[config.mk]
export PLATFORM = sky130hd
export DESIGN_NAME = latched_prom
export DESIGN_NICKNAME = d
export VERILOG_FILES = /design/src/rtl/latched_prom_pkg.sv /design/src/rtl/lp_edge_latch.sv /design/src/rtl/lp_fuse_array.sv /design/src/rtl/lp_col_mux.sv /design/src/rtl/latched_prom.sv
export SDC_FILE = /design/constraint.sdc
export NUM_CORES = 1
export LEC_CHECK = 0
export ABC_AREA = 1
export CAP_MARGIN = 15
export CORE_MARGIN = 2
export CORE_UTILIZATION = 30
export CTS_BUF_LIST = sky130_fd_sc_hd__clkbuf_8
export CTS_CLUSTER_SIZE = 20
export DETAILED_ROUTE_END_ITERATION = 10
export DONT_BUFFER_PORTS = 1
export SLEW_MARGIN = 0
export SYNTH_ARGS = -nofsm -noshare
export SYNTH_HDL_FRONTEND = slang
export SYNTH_SLANG_ARGS = --single-unit
[constraint.sdc]
create_clock -name clk -period 2.8 [get_ports clk]
set_clock_uncertainty 0.15 [all_clocks]
set_input_delay 0.28 -clock clk [delete_from_list [all_inputs] [get_ports clk]]
set_output_delay 0.28 -clock clk [all_outputs]
set_load 0.005 [all_outputs]
[src/rtl/latched_prom_pkg.sv]
package latched_prom_pkg;

  // Output bus state derived from the enable pins and the access state
  typedef enum logic [1:0] {
    BUS_OFF   = 2'd0,   // device disabled or no access open
    BUS_HOLD  = 2'd1,   // enabled but output held off
    BUS_DRIVE = 2'd2    // enabled and driving
  } bus_mode_e;

  function automatic bus_mode_e decode_bus(input logic ce_n, input logic oe_n,
                                           input logic open_access);
    if (ce_n || !open_access) return BUS_OFF;
    if (oe_n)                 return BUS_HOLD;
    return BUS_DRIVE;
  endfunction

endpackage

[src/rtl/lp_edge_latch.sv]
module lp_edge_latch #(
  parameter int AW  = 7,
  parameter int LAT = 2
) (
  input  logic          clk,
  input  logic          rst_n,
  input  logic          ce_n,
  input  logic [AW-1:0] addr_in,
  output logic          cap,
  output logic [AW-1:0] addr_q,
  output logic          active,
  output logic          ready
);
  localparam int CW = $clog2(LAT + 1);

  logic          ce_hi_q;
  logic          act_d, act_q;
  logic [CW-1:0] cnt_d, cnt_q;

  // falling edge of enable as seen by the clock; reset state counts as "low"
  assign cap = ce_hi_q & ~ce_n;

  always_comb begin
    act_d = act_q;
    cnt_d = cnt_q;
    if (cap) begin
      act_d = 1'b1;
      cnt_d = CW'(LAT);
    end else if (ce_n) begin
      act_d = 1'b0;
      cnt_d = '0;
    end else if (cnt_q != '0) begin
      cnt_d = cnt_q - 1'b1;
    end
  end

  always_ff @(posedge clk or negedge rst_n) begin
    if (!rst_n) begin
      ce_hi_q <= 1'b0;
      act_q   <= 1'b0;
      cnt_q   <= '0;
    end else begin
      ce_hi_q <= ce_n;
      act_q   <= act_d;
      cnt_q   <= cnt_d;
    end
  end

  always_ff @(posedge clk or negedge rst_n) begin
    if (!rst_n)   addr_q <= '0;
    else if (cap) addr_q <= addr_in;
  end

  assign active = act_q;
  assign ready  = act_q & (cnt_q == '0);

endmodule

[src/rtl/lp_fuse_array.sv]
module lp_fuse_array #(
  parameter int ROW_BITS = 4,
  parameter int COL_BITS = 3,
  parameter int DW       = 8,
  localparam int AW      = ROW_BITS + COL_BITS,
  localparam int BW      = $clog2(DW),
  localparam int ROW_W   = DW << COL_BITS
) (
  input  logic                clk,
  input  logic                rst_n,
  input  logic                wr_en,
  input  logic [AW-1:0]       wr_addr,
  input  logic [BW-1:0]       wr_bit,
  input  logic [ROW_BITS-1:0] rd_sel,
  output logic [ROW_W-1:0]    rd_row
);
  localparam int NROWS = 1 << ROW_BITS;
  localparam int IW    = BW + COL_BITS;

  logic [ROW_W-1:0]    fuse_q [NROWS];
  logic [ROW_BITS-1:0] wr_row;
  logic [IW-1:0]       wr_idx;
  logic [ROW_W-1:0]    set_mask;

  assign wr_row = wr_addr[AW-1:COL_BITS];
  // bit group k occupies columns [k*2^COL_BITS +: 2^COL_BITS]
  assign wr_idx = {wr_bit, wr_addr[COL_BITS-1:0]};

  always_comb begin
    set_mask = '0;
    set_mask[wr_idx] = 1'b1;
  end

  for (genvar r = 0; r < NROWS; r++) begin : g_row
    logic             row_we;
    logic [ROW_W-1:0] row_nxt;

    assign row_we  = wr_en && (wr_row == ROW_BITS'(r));
    assign row_nxt = fuse_q[r] | set_mask;

    always_ff @(posedge clk or negedge rst_n) begin
      if (!rst_n)      fuse_q[r] <= '0;
      else if (row_we) fuse_q[r] <= row_nxt;
    end
  end

  assign rd_row = fuse_q[rd_sel];

endmodule

[src/rtl/lp_col_mux.sv]
module lp_col_mux #(
  parameter int COL_BITS = 3,
  parameter int DW       = 8,
  localparam int ROW_W   = DW << COL_BITS
) (
  input  logic [ROW_W-1:0]    row,
  input  logic [COL_BITS-1:0] col,
  output logic [DW-1:0]       word
);
  localparam int NCOL = 1 << COL_BITS;

  for (genvar b = 0; b < DW; b++) begin : g_bit
    logic [NCOL-1:0] grp;
    assign grp     = row[b*NCOL +: NCOL];
    assign word[b] = grp[col];
  end

endmodule

[src/rtl/latched_prom.sv]
module latched_prom
  import latched_prom_pkg::*;
#(
  parameter int ROW_BITS = 4,
  parameter int COL_BITS = 3,
  parameter int DW       = 8,
  parameter int LAT      = 2,
  localparam int AW      = ROW_BITS + COL_BITS,
  localparam int BW      = $clog2(DW),
  localparam int ROW_W   = DW << COL_BITS
) (
  input  logic          clk,
  input  logic          rst_n,
  input  logic          ce_n,
  input  logic          oe_n,
  input  logic [AW-1:0] addr_in,
  input  logic          pgm_mode,
  input  logic          pgm_req,
  input  logic [AW-1:0] pgm_addr,
  input  logic [BW-1:0] pgm_bit,
  output logic [DW-1:0] dout,
  output logic          dout_drive,
  output logic          dout_valid
);
  logic             cap;
  logic             active;
  logic             ready;
  logic [AW-1:0]    addr_q;
  logic [ROW_W-1:0] rd_row;
  logic [DW-1:0]    word;
  logic             pgm_ok;
  bus_mode_e        bus_mode;

  lp_edge_latch #(.AW(AW), .LAT(LAT)) u_latch (
    .clk     (clk),
    .rst_n   (rst_n),
    .ce_n    (ce_n),
    .addr_in (addr_in),
    .cap     (cap),
    .addr_q  (addr_q),
    .active  (active),
    .ready   (ready)
  );

  // programming only while disabled and in program mode
  assign pgm_ok = pgm_req & pgm_mode & ce_n;

  lp_fuse_array #(.ROW_BITS(ROW_BITS), .COL_BITS(COL_BITS), .DW(DW)) u_array (
    .clk     (clk),
    .rst_n   (rst_n),
    .wr_en   (pgm_ok),
    .wr_addr (pgm_addr),
    .wr_bit  (pgm_bit),
    .rd_sel  (addr_q[AW-1:COL_BITS]),
    .rd_row  (rd_row)
  );

  lp_col_mux #(.COL_BITS(COL_BITS), .DW(DW)) u_mux (
    .row  (rd_row),
    .col  (addr_q[COL_BITS-1:0]),
    .word (word)
  );

  always_comb bus_mode = decode_bus(ce_n, oe_n, active);

  assign dout_drive = (bus_mode == BUS_DRIVE);
  assign dout_valid = dout_drive & ready;
  assign dout       = dout_valid ? word : '0;

endmodule

==> impl_metrics.tcl <==
set metrics [dict create \
    vias_per_cell 5.36 \
    antenna_found_initial 6 \
    grt_pass1_wl_um 233000 \
    period_share_pct 138 \
    ys_ff_latch 1035 \
    multiInputGateArea_um2 17700 \
    finalHoldViolCount 719 \
    maxSlewViolCount 708 \
    placed_area_um2 48500 \
    place_inst 6497 \
    internal-power_mw 24.6 \
    cellLeakagePower_nw 24.4 \
    port_buffers 0 \
    synth_top_area_share_pct 57.7 \
    synth_edf_count 0 \
    yosysWarnings 0 \
    synthCells 4717 \
    critPathLaunchType "primary input" \
    crit_cells 0 \
    min_period_ns 3.86 \
    cts_num_sinks 1035 \
    num_rows 142 \
    insertion_delay_ns 0.84 \
    hold_class "primary input to async pin" \
    synth_largest_area_cell "dfrtp_1" \
    ys_top_cells_by_count "nand2_1, dfrtp_1, o21bai_1" \
    wl_per_cell_um 22.3 \
    reg2reg_from "u_latch.ce_hi_q$_DFF_PN0_" \
    endpoint "u_latch.addr_q[4]$_DFFE_PN0P_" \
    violations "hold timing, slew limit, setup timing" \
    cts_max_path_buffers 3 \
    vias 36800 \
    core_um2 149000 \
    area_delta_synth_final_pct 20.3 \
    end_kind "async pin" \
    power.share.switching_pct 27.8 \
    seq_power_share_pct 44.5 \
    clkPwrFrac_pct 40.8 \
    finalSetupTns_ns -153.05 \
    drt-initial-drc-count 4083 \
    power.switching_mw 9.50 \
    overflow 0 \
    initial_core_util_pct 30.1 \
    grt_setup_unrepaired "yes" \
    hold_buffers 22 \
    synth_area_um2 44900 \
    r2r.worst_path.cells 4 \
    cp.arrival_ns 2.77 \
    syn-num-nets 4741 \
    final_net_count 4824 \
    seqCellArea_um2 25900 \
    peakVddDrop_mv 0.558 \
    ant_nets 0 \
    fillers 14900 \
    r2r_setup_slack_ns 0.41 \
    place.gp.congestion 0.813 \
    power.density_nw_per_um2 632 \
    htree_levels 4 \
    cp_max_fo 1035 \
    drive_gt1_share_pct 13.4 \
    final_util_pct 36.2 \
    worst_pin_slew_ns 5.40 \
    async_reset_ff_share_pct 100 \
    grtUsageTotal_pct 19.9 \
    dieArea_um2 153000 \
    worst_slack_ns -1.06 \
    ys_top_cells_by_area "dfrtp_1, o21bai_1, nand3_1" \
    yosysSeqAreaShare_pct 57.7 \
    p_comb_share_pct 14.7 \
    syn_avg_cell_area_um2 9.52 \
    cts_root_buf "clkbuf_8" \
    setup_viol 315 \
    yosysUniqueCellTypes 20 \
    grt_max_degree 1036 \
    dp_slack_ns -0.441 \
    yosys.cell_count.top_type "nand2_1" \
    whs_ns -0.991 \
    grt_pass1_vias 36000 \
    fmax_mhz 259 \
    fin_area_um2 54100 \
    die_x_um 391 \
    drc 0 \
    r2r-end "u_latch.addr_q[2]$_DFFE_PN0P_" \
    path_class "primary input to async pin" \
    dieHeight_um 391 \
    wl_um 153000 \
    synth_top_flop_cell "dfrtp_1" \
    cts_made_buffers 174 \
    ios 33 \
    max-slew-margin-rel_pct -260 \
    cts_tree "yes" \
    cp.required_ns 1.71 \
    final-instance-count-excl-fill 6873 \
    dr.pass1.iters 5 \
    path_clk_slew_ns 0.07 \
    outcome "finished, violations left" \
    cap_violations 0 \
    power_mw 34.1 \
    critPathLaunch "rst_n" \
    dp_hpwl_um 80400 \
]
-- logic make-up after synthesis --
kind of cell    count (synthesis)  share of synthesized area (%)
simple gates                 2045                           19.6
compound gates               1161                           18.3
flops                        1035                           57.7
buf+inv                       474                           4.39
mux                             1                         0.0251
fa+ha+maj                       1                         0.0278
-- placed cells by master, fill, tap and decap left out, drive strengths merged --
cell type    Yosys  routed
clkinv           1      18
mux2             1       1
nor4             1       1
a21oi           65      65
o21ai          135     135
clkinvlp         0       3
nor2            21      21
nand2         1124    1124
bufinv           0       4
ha               1       1
nor3            21      21
dfrtp         1035    1035
nand4            4       4
dlygate4sd3      0      22
diode            0       4
bufbuf           0       5
inv             87     137
buf            186     259
clkbuf         200     234
nand3          874     874
a311oi           1       1
o21bai         960     960
-- power by group through the flow --
stage / clock network [mW] / logic [mW] / registers [mW]
CTS: 14.2 / 4.74 / 15.2
global route: 14.9 / 5.33 / 15.2
floorplan: 0 / 2.31 / 15.4
finish: 13.9 / 5.02 / 15.2
detailed placement: 0 / 4.09 / 15.4
global placement: 0 / 4.08 / 15.4
-- how the worst min path moves through the flow --
stage	end	slack [ns]	cells past startpoint	start
global route	u_array.fuse_q[150]$_DFFE_PN0P_	-1.04	0	rst_n
floorplan	u_array.fuse_q[0]$_DFFE_PN0P_	-0.17	0	rst_n
detailed placement	u_array.fuse_q[150]$_DFFE_PN0P_	-0.05	0	rst_n
global placement	u_array.fuse_q[150]$_DFFE_PN0P_	-0.05	0	rst_n
finish	u_array.fuse_q[662]$_DFFE_PN0P_	-0.99	0	rst_n
CTS	u_array.fuse_q[150]$_DFFE_PN0P_	-0.97	0	rst_n
-- per-layer routing --
layer  vias to the layer above  part of all wire [%]  routed length [um]  GRT usage, %
met4                         8                   2.9                4390          6.47
met2                      1621                    44               67000          29.8
met3                       307                   8.3               12700          4.26
met1                     18700                    45               69000          28.6
li1                      16200                     -                   -             -
met5                         -                 0.036                  55             0
-- layout make-up --
| class | instances | area share [%] |
|---|---|---|
| Sequential cell | 1035 | 47.9 |
| Multi-Input combinational cell | 3208 | 32.7 |
| Timing Repair Buffer | 291 | 7.46 |
| Clock buffer | 229 | 5.83 |
| Tap cell | 1944 | 4.50 |
| Clock inverter | 72 | 0.778 |
| Inverter | 88 | 0.704 |
| Timing Repair inverter | 2 | 0.0926 |
| Antenna cell | 4 | 0.0185 |
-- state kept, by name, summed over array words and instances, names as in the netlist --
name,flops
u_array.fuse_q,1024
u_latch.cnt_q,2
u_latch.ce_hi_q,1
u_latch.addr_q,7
u_latch.active,1
-- timing repair --
item | 4_1_cts | 5_1_grt
pin swaps | 14 | 39
hold endpoints to repair | 1467 | 1035
setup endpoints to repair | 8 | 8
buffers inserted | 24 | 5
cloned | 19 | 5
resized for setup | 129 | 90
No activity file was read; power rests on OpenSTA's default activity.
